==> config.mk <==
export PLATFORM = sky130hd
export DESIGN_NAME = gpio_irq_unit
export DESIGN_NICKNAME = d
export VERILOG_FILES = /design/src/rtl/gpio_irq_pkg.sv /design/src/rtl/gpio_irq_rst_sync.sv /design/src/rtl/gpio_irq_regfile.sv /design/src/rtl/gpio_irq_detect.sv /design/src/rtl/gpio_irq_status.sv /design/src/rtl/gpio_irq_unit.sv
export SDC_FILE = /design/constraint.sdc
export NUM_CORES = 1
export LEC_CHECK = 0
export BUFFER_PORTS_ARGS = -buffer_cell sky130_fd_sc_hd__buf_2
export CAP_MARGIN = 20
export CORE_MARGIN = 5
export CORE_UTILIZATION = 35
export CTS_BUF_LIST = sky130_fd_sc_hd__clkbuf_16
export DETAILED_ROUTE_END_ITERATION = 10
export PLACE_DENSITY = 0.48
export SYNTH_ARGS = -nofsm -noshare
export SYNTH_HDL_FRONTEND = slang
export SYNTH_SLANG_ARGS = --single-unit
==> constraint.sdc <==
create_clock -name clk -period 17.1 [get_ports clk]
set_clock_uncertainty 0.05 [all_clocks]
set_input_delay 4.275 -clock clk [delete_from_list [all_inputs] [get_ports clk]]
set_output_delay 4.275 -clock clk [all_outputs]
set_load 0.05 [all_outputs]
==> src/rtl/gpio_irq_pkg.sv <==
package gpio_irq_pkg;

  // Byte offsets of the register words inside the bank window
  localparam logic [7:0] OFS_MASK = 8'h0C;
  localparam logic [7:0] OFS_UNMK = 8'h10;
  localparam logic [7:0] OFS_MSK  = 8'h14;
  localparam logic [7:0] OFS_STS  = 8'h18;
  localparam logic [7:0] OFS_KIND = 8'h1C;
  localparam logic [7:0] OFS_SNS  = 8'h20;
  localparam logic [7:0] OFS_BOTH = 8'h24;

  typedef enum logic [2:0] {
    SEL_NONE,
    SEL_MASK,
    SEL_UNMK,
    SEL_MSK,
    SEL_STS,
    SEL_KIND,
    SEL_SNS,
    SEL_BOTH
  } reg_sel_e;

endpackage

==> src/rtl/gpio_irq_rst_sync.sv <==
module gpio_irq_rst_sync #(
  parameter int unsigned STAGES = 2
) (
  input  logic clk,
  input  logic arst_n,
  output logic rst_n_o
);
  logic [STAGES-1:0] sync_q;
  logic [STAGES-1:0] sync_d;

  always_comb begin
    sync_d = {sync_q[STAGES-2:0], 1'b1};
  end

  always_ff @(posedge clk or negedge arst_n) begin
    if (!arst_n) begin
      sync_q <= '0;
    end else begin
      sync_q <= sync_d;
    end
  end

  assign rst_n_o = sync_q[STAGES-1];
endmodule

==> src/rtl/gpio_irq_regfile.sv <==
module gpio_irq_regfile
  import gpio_irq_pkg::*;
#(
  parameter int unsigned PIN_CNT = 32,
  parameter int unsigned ADDR_W  = 8
) (
  input  logic               clk,
  input  logic               rst_n,
  input  logic               bus_we,
  input  logic [ADDR_W-1:0]  bus_addr,
  input  logic [PIN_CNT-1:0] bus_wdata,
  input  logic [PIN_CNT-1:0] status_i,
  output logic [PIN_CNT-1:0] kind_o,
  output logic [PIN_CNT-1:0] sense_o,
  output logic [PIN_CNT-1:0] both_o,
  output logic [PIN_CNT-1:0] mask_o,
  output logic [PIN_CNT-1:0] clr_o,
  output logic [PIN_CNT-1:0] rdata_o
);
  reg_sel_e           sel;
  logic [PIN_CNT-1:0] kind_q, sense_q, both_q, mask_q;
  logic [PIN_CNT-1:0] mask_d;
  logic               kind_ce, sense_ce, both_ce, mask_ce;

  // Address decode
  always_comb begin
    if      (bus_addr == ADDR_W'(OFS_MASK)) sel = SEL_MASK;
    else if (bus_addr == ADDR_W'(OFS_UNMK)) sel = SEL_UNMK;
    else if (bus_addr == ADDR_W'(OFS_MSK))  sel = SEL_MSK;
    else if (bus_addr == ADDR_W'(OFS_STS))  sel = SEL_STS;
    else if (bus_addr == ADDR_W'(OFS_KIND)) sel = SEL_KIND;
    else if (bus_addr == ADDR_W'(OFS_SNS))  sel = SEL_SNS;
    else if (bus_addr == ADDR_W'(OFS_BOTH)) sel = SEL_BOTH;
    else                                    sel = SEL_NONE;
  end

  // Next-state and clock enables
  always_comb begin
    kind_ce  = bus_we && (sel == SEL_KIND);
    sense_ce = bus_we && (sel == SEL_SNS);
    both_ce  = bus_we && (sel == SEL_BOTH);
    mask_ce  = bus_we && ((sel == SEL_UNMK) || (sel == SEL_MSK));
    if (sel == SEL_UNMK) begin
      mask_d = mask_q & ~bus_wdata;
    end else begin
      mask_d = mask_q | bus_wdata;
    end
    clr_o = (bus_we && (sel == SEL_STS)) ? bus_wdata : '0;
  end

  // Read mux
  always_comb begin
    unique case (sel)
      SEL_MASK: rdata_o = mask_q;
      SEL_STS:  rdata_o = status_i;
      SEL_KIND: rdata_o = kind_q;
      SEL_SNS:  rdata_o = sense_q;
      SEL_BOTH: rdata_o = both_q;
      default:  rdata_o = '0;
    endcase
  end

  always_ff @(posedge clk or negedge rst_n) begin
    if (!rst_n) begin
      kind_q  <= '0;
      sense_q <= '0;
      both_q  <= '0;
      mask_q  <= '1;
    end else begin
      if (kind_ce)  kind_q  <= bus_wdata;
      if (sense_ce) sense_q <= bus_wdata;
      if (both_ce)  both_q  <= bus_wdata;
      if (mask_ce)  mask_q  <= mask_d;
    end
  end

  assign kind_o  = kind_q;
  assign sense_o = sense_q;
  assign both_o  = both_q;
  assign mask_o  = mask_q;
endmodule

==> src/rtl/gpio_irq_detect.sv <==
module gpio_irq_detect #(
  parameter int unsigned PIN_CNT = 32
) (
  input  logic               clk,
  input  logic               rst_n,
  input  logic [PIN_CNT-1:0] pin_i,
  input  logic [PIN_CNT-1:0] kind_i,
  input  logic [PIN_CNT-1:0] sense_i,
  input  logic [PIN_CNT-1:0] both_i,
  output logic [PIN_CNT-1:0] hit_o
);
  logic [PIN_CNT-1:0] prev_q;
  logic [PIN_CNT-1:0] rise, fall, edge_hit, lvl_hit;

  // Previous sample; kind resets to level, so the reset value is never used as an edge
  always_ff @(posedge clk or negedge rst_n) begin
    if (!rst_n) begin
      prev_q <= '0;
    end else begin
      prev_q <= pin_i;
    end
  end

  for (genvar g = 0; g < PIN_CNT; g++) begin : g_pin
    assign rise[g]     = pin_i[g] & ~prev_q[g];
    assign fall[g]     = ~pin_i[g] & prev_q[g];
    assign edge_hit[g] = both_i[g] ? (rise[g] | fall[g])
                                   : (sense_i[g] ? rise[g] : fall[g]);
    assign lvl_hit[g]  = sense_i[g] ? pin_i[g] : ~pin_i[g];
    assign hit_o[g]    = kind_i[g] ? edge_hit[g] : lvl_hit[g];
  end
endmodule

==> src/rtl/gpio_irq_status.sv <==
module gpio_irq_status #(
  parameter int unsigned PIN_CNT = 32
) (
  input  logic               clk,
  input  logic               rst_n,
  input  logic [PIN_CNT-1:0] hit_i,
  input  logic [PIN_CNT-1:0] clr_i,
  input  logic [PIN_CNT-1:0] mask_i,
  output logic [PIN_CNT-1:0] status_o,
  output logic               irq_o
);
  logic [PIN_CNT-1:0] sts_q, sts_d;
  logic               sts_ce;

  always_comb begin
    // new detection takes priority over a clear of the same bit
    sts_d  = (sts_q & ~clr_i) | hit_i;
    sts_ce = |(clr_i | hit_i);
  end

  always_ff @(posedge clk or negedge rst_n) begin
    if (!rst_n) begin
      sts_q <= '0;
    end else if (sts_ce) begin
      sts_q <= sts_d;
    end
  end

  assign status_o = sts_q;
  assign irq_o    = |(sts_q & ~mask_i);
endmodule

==> src/rtl/gpio_irq_unit.sv <==
module gpio_irq_unit #(
  parameter int unsigned PIN_CNT = 32,
  parameter int unsigned ADDR_W  = 8
) (
  input  logic               clk,
  input  logic               rst_n,
  input  logic [PIN_CNT-1:0] pin_i,
  input  logic               bus_we,
  input  logic [ADDR_W-1:0]  bus_addr,
  input  logic [PIN_CNT-1:0] bus_wdata,
  output logic [PIN_CNT-1:0] bus_rdata,
  output logic               irq_o
);
  logic               rst_sync_n;
  logic [PIN_CNT-1:0] kind_w, sense_w, both_w, mask_w, clr_w, hit_w, sts_w;

  gpio_irq_rst_sync #(.STAGES(2)) u_rst (
    .clk     (clk),
    .arst_n  (rst_n),
    .rst_n_o (rst_sync_n)
  );

  gpio_irq_regfile #(.PIN_CNT(PIN_CNT), .ADDR_W(ADDR_W)) u_regs (
    .clk       (clk),
    .rst_n     (rst_sync_n),
    .bus_we    (bus_we),
    .bus_addr  (bus_addr),
    .bus_wdata (bus_wdata),
    .status_i  (sts_w),
    .kind_o    (kind_w),
    .sense_o   (sense_w),
    .both_o    (both_w),
    .mask_o    (mask_w),
    .clr_o     (clr_w),
    .rdata_o   (bus_rdata)
  );

  gpio_irq_detect #(.PIN_CNT(PIN_CNT)) u_det (
    .clk     (clk),
    .rst_n   (rst_sync_n),
    .pin_i   (pin_i),
    .kind_i  (kind_w),
    .sense_i (sense_w),
    .both_i  (both_w),
    .hit_o   (hit_w)
  );

  gpio_irq_status #(.PIN_CNT(PIN_CNT)) u_sts (
    .clk      (clk),
    .rst_n    (rst_sync_n),
    .hit_i    (hit_w),
    .clr_i    (clr_w),
    .mask_i   (mask_w),
    .status_o (sts_w),
    .irq_o    (irq_o)
  );
endmodule

==> flow_summary.yaml, run 1 <==
routing:
  routed.top_layer: "met5"
  drtPass1Iterations: 5
  wl_met2_um: 13900
  postRouteWirelength_um: 28700
  wl_met3_um: 931
  ant_nets: 0
  vias: 7430
  wl_per_cell_um: 19.8
  drtIter0Drc: 370
  routed_via_density: 5.13
  drc: 0
  met1_length_um: 13700
cts:
  cts_tree: "yes"
  cts_hold_buf: 0
  clock_latency_ns: 0.44
  post_cts_buffers: 0
  htree_levels: 4
  clock_sinks: 194
  cts_root_buffer: "clkbuf_16"
  cts.repair.resized: 0
  cts_buffers: 17
  clk_pin_slew_ns: 0.07
  cts_buffer_depth: 2
sta:
  setup_violations: 0
  whs_ns: 0.305
  relSlewSlack: 0.271
  rsz0062_at_grt: "false"
  finalCriticalPeriod_ns: 11.29
  final_hold_viol_count: 0
  tns_ns: 0
  tightest_slew_ns: 1.09
  drv_slew: 0
  timing.fmax_mhz: 88.6
  fin_crit_sh: 0.660
placement:
  place_inst: 1416
  dp_hpwl_um: 19300
  io_buffers: 107
  dpl_cell_area_um2: 11600
  routabilityCongestion: 0.767
status:
  status: "complete, no violations"
grt:
  grt_pass1_vias: 7509
  overflow: 0
  track_usage: 0.172
  antenna_found_initial: 2
  grt_pass1_wl_um: 45000
  grt_max_degree: 70
floorplanning:
  initial_core_util: 0.351
  pin_count: 108
  num_rows: 64
  dieHeight_um: 185
  die-area_um2: 34100
  core_um2: 30300
  die_x_um: 185
final_layout:
  multi_input_area_um2: 5250
  nFillCells: 2952
  fin_nets: 1178
  drive_above_1_share: 0.317
  fin_cells: 1449
  syn_to_final_growth_pct: 14.5
  final_cell_area_um2: 12200
  seq_area_um2: 4900
power:
  p_leak_nw: 6.00
  vdd_drop_max_mv: 0.0559
  power_density_nw_per_um2: 80.3
  power_uw: 980
synthesis:
  syn_nets: 1079
  syn_avg_cell_area_um2: 11.3
  ys_types: 43
  synthFlopType: "dfrtp_1"
  yosysWarnings: 0
  seq_area_frac_synth: 0.459
  async_flop_share: 1.00
  netlist_area_um2: 10700
  postSynthCellCount: 940
  synth_edf_count: 0
  ys_ff_latch: 194
worst_setup_path:
  critPathMaxFanout: 26
  end_kind: "output port"
  crit_type: "input pin to output port"
  cp.required_ns: 12.78
  cp_data_arrival_time_ns: 6.96
  critPathLaunchType: "input pin"
flow_run:
  max-cap-violations: 0
min_path:
  hp-class: "flip-flop to flip-flop"
## kinds of logic (layout without fill, tap and decap cells)
group	count (synthesis)	after routing	share of synthesized area
XOR/XNOR	32	32	0.0263
buffers and inverters	137	249	0.0531
flip-flops	194	194	0.459
AND/OR/NAND/NOR	175	175	0.0783
adder cells (fa/ha/maj)	64	64	0.0751
multiplexers	180	180	0.197
AO/OA/AOI/OAI	157	157	0.111
other	1	2	0.000352
## per-stage QoR
stage	util	worst slack, ns
floorplan	-	6.48
global placement	0.384	5.89
detailed placement	0.384	5.80
CTS	0.402	5.80
global route	0.402	5.75
finish	0.402	5.81
## cell usage in the layout (no fill, tap or decap), drive strengths merged, types with 35 or more instances in the layout
master and n:
mux2 148, o211ai 35, ha 64, buf 119, inv 106, dfrtp 162
nand2 104, o22ai 44
## worst paths after layout
path                            slack (ns)  depth (start not counted)                      start                       endpoint
max in group asynchronous            13.33                          1                      rst_n      u_rst.sync_q[1]$_DFF_PN0_
worst min-delay path                  0.30                          0  u_rst.sync_q[0]$_DFF_PN0_      u_rst.sync_q[1]$_DFF_PN0_
worst max register to register       15.09                          1  u_rst.sync_q[1]$_DFF_PN0_  u_sts.status_o[6]$_DFFE_PN0P_
worst min register to register        0.30                          0  u_rst.sync_q[0]$_DFF_PN0_      u_rst.sync_q[1]$_DFF_PN0_
worst max-delay path                  5.81                          7                bus_addr[7]                   bus_rdata[9]
min in group asynchronous             0.40                          0  u_rst.sync_q[1]$_DFF_PN0_     u_det.prev_q[17]$_DFF_PN0_
## metal layers
layer | track usage | vias up
li1 | - | 3540
met1 | 0.241 | 3749
met2 | 0.279 | 125
met3 | 0.0280 | 14
met5 | 0 | -
met4 | 0.0399 | 2
## power breakdown
part | internal (mW) | switching [mW] | leakage [nW]
registers | 0.480 | 0.0219 | 2.33
clock network | 0.203 | 0.190 | 0.277
logic | 0.0395 | 0.0449 | 3.40
## layout make-up
class                      count  area share
multi-input combinational    609       0.430
clock inverter                15      0.0110
inverter                      98      0.0301
timing repair buffer         119      0.0515
tap                          396      0.0406
sequential                   194       0.401
clock buffer                  17      0.0349
antenna                        1    0.000205
## cells in the mapped netlist, types with 2 or more instances
library cell    n  area share
ha_1           64       0.075
nand3_1        17      0.0080
mux2_1          6      0.0063
a21o_1         12      0.0084
or4_1           2      0.0014
dfrtp_1       162        0.38
nor2b_1        12      0.0070
buf_4           3      0.0021
nand2_1       104       0.037
mux2_2        112        0.12
clkbuf_1       13      0.0046
buf_1           5      0.0018
mux2_4         30       0.042
nor3b_1         2      0.0014
mux2i_1        32       0.030
nor3_1          2     0.00094
a22oi_1        16       0.011
dfstp_2        32       0.079
o22ai_1        44       0.026
o211ai_1       35       0.025
buf_2          14      0.0066
inv_1          98       0.034
a211oi_1       12      0.0084
and2_1         20       0.012
buf_6           3      0.0032
nor4_1          6      0.0035
a221o_1        16       0.015
o221ai_1       20       0.016
xor2_1         32       0.026
## worst max-delay path, stage by stage
cell and delay [ns]:
buf_2 0.11, or4_1 0.60, nor4_2 0.75, buf_4 0.53, a22oi_1 0.17, o211ai_1 0.19, buf_2 0.33
No activity file was read; power rests on OpenSTA's default activity.
==> inputs of run 2 (changes only) <==
- PLACE_DENSITY: 0.48 -> 0.5
- clock period: 17.1 -> 10 ns (I/O delays scaled with it)
==> flow_summary.yaml, run 2 (same netlist as run 1, synthesis figures left out) <==
cts:
  cts_buffer_depth: 2
  clk_pin_slew_ns: 0.07
  cts_tree: "yes"
  clock_sinks: 194
  cts_buffers: 17
  cts.repair.resized: 0
  clock_latency_ns: 0.44
  post_cts_buffers: 0
  htree_levels: 4
  cts_root_buffer: "clkbuf_16"
  cts_hold_buf: 0
worst_setup_path:
  path_cells: "buf_2 > nor3_1 > nand3b_1 > o22ai_1 > a221o_1 > buf_2"
  cp_common_cell: "buf_2"
  max_stage_delay_ns: 0.82
  critPathLaunchType: "input pin"
  cp_data_arrival_time_ns: 4.63
  slowest_stage: "nand3b_1"
  end_kind: "output port"
  cp.required_ns: 7.45
  critPathMaxFanout: 16
  path_buf_inv: 2
  crit_type: "input pin to output port"
  crit_family: "simple AND/OR/NAND/NOR gates"
final_layout:
  fin_nets: 1179
  final_cell_mix: "161 x dfrtp_1, 112 x mux2_2, 106 x buf_2"
  utilization: 0.402
  drive_above_1_share: 0.317
  syn_to_final_growth_pct: 14.4
  fin_cells: 1450
  final_common_cell: "dfrtp_1"
  nFillCells: 2962
sta:
  tightest_slew_ns: 1.12
  whs_ns: 0.309
  final_hold_viol_count: 0
  timing.fmax_mhz: 139
  rsz0062_at_grt: "false"
  fin_crit_sh: 0.718
  setup_violations: 0
  tns_ns: 0
  relSlewSlack: 0.256
  finalCriticalPeriod_ns: 7.18
  drv_slew: 0
routing:
  ant_nets: 0
  routed_via_density: 5.10
  vias: 7393
  postRouteWirelength_um: 28300
  wl_per_cell_um: 19.5
  drc: 0
  drtPass1Iterations: 4
  drtIter0Drc: 392
placement:
  io_buffers: 107
  place_inst: 1417
  dp_hpwl_um: 19000
  routabilityCongestion: 0.759
status:
  status: "complete, no violations"
floorplanning:
  pin_count: 108
  die-area_um2: 34100
  dieHeight_um: 185
  core_um2: 30300
  initial_core_util: 0.351
  die_x_um: 185
  num_rows: 64
grt:
  antenna_found_initial: 2
  overflow: 0
  track_usage: 0.168
  grt_pass1_vias: 7556
  grt_pass1_wl_um: 44500
  grt_max_degree: 74
flow_run:
  max-cap-violations: 0
power:
  power_density_nw_per_um2: 136
  vdd_drop_max_mv: 0.0995
  p_leak_nw: 6.01
min_path:
  hp-class: "flip-flop to flip-flop"
## run 2: metrics by stage
stage	power, mW	cell area (um^2)	worst slack [ns]
final	1.66	12200	2.82
after global routing	1.74	12200	2.58
after CTS	1.68	12200	2.79
after detailed placement	1.02	11700	2.80
after global placement	1.02	11700	2.76
after floorplan	0.954	10700	2.93
## run 2: metal layers
layer | vias up | GRT usage | wire (um)
met2 | 127 | 0.274 | 13400
met1 | 3707 | 0.237 | 13700
met4 | 2 | 0.0352 | 248
li1 | 3540 | - | -
met5 | - | 0 | 7
met3 | 17 | 0.0292 | 990
## run 2: power breakdown
group / switching (mW) / total, mW / internal, mW
Clock: 0.327 / 0.654 / 0.327
Combinational: 0.0765 / 0.144 / 0.0674
Sequential: 0.0374 / 0.859 / 0.821
Total: 0.441 / 1.66 / 1.22
## run 2: final timing paths
path | from | end | slack, ns | cells after the start
worst min register to register | u_rst.sync_q[0]$_DFF_PN0_ | u_rst.sync_q[1]$_DFF_PN0_ | 0.31 | 0
worst min-delay path | u_rst.sync_q[0]$_DFF_PN0_ | u_rst.sync_q[1]$_DFF_PN0_ | 0.31 | 0
worst max-delay path | bus_addr[5] | bus_rdata[17] | 2.82 | 6
worst max register to register | u_rst.sync_q[1]$_DFF_PN0_ | u_regs.kind_o[21]$_DFFE_PN0P_ | 7.92 | 1
max in group asynchronous | u_rst.sync_q[1]$_DFF_PN0_ | u_regs.kind_o[21]$_DFFE_PN0P_ | 7.92 | 1
min in group asynchronous | u_rst.sync_q[1]$_DFF_PN0_ | u_det.prev_q[14]$_DFF_PN0_ | 0.45 | 0
## run 2: cell type report
cell class,instances,area [um^2],share of cell area
sequential,194,4900,0.401
tap,396,495,0.0406
multi-input combinational,609,5250,0.430
inverter,98,368,0.0301
clock buffer,17,425,0.0349
timing repair buffer,120,636,0.0521
antenna,1,2.50,0.000205
clock inverter,15,125,0.0103
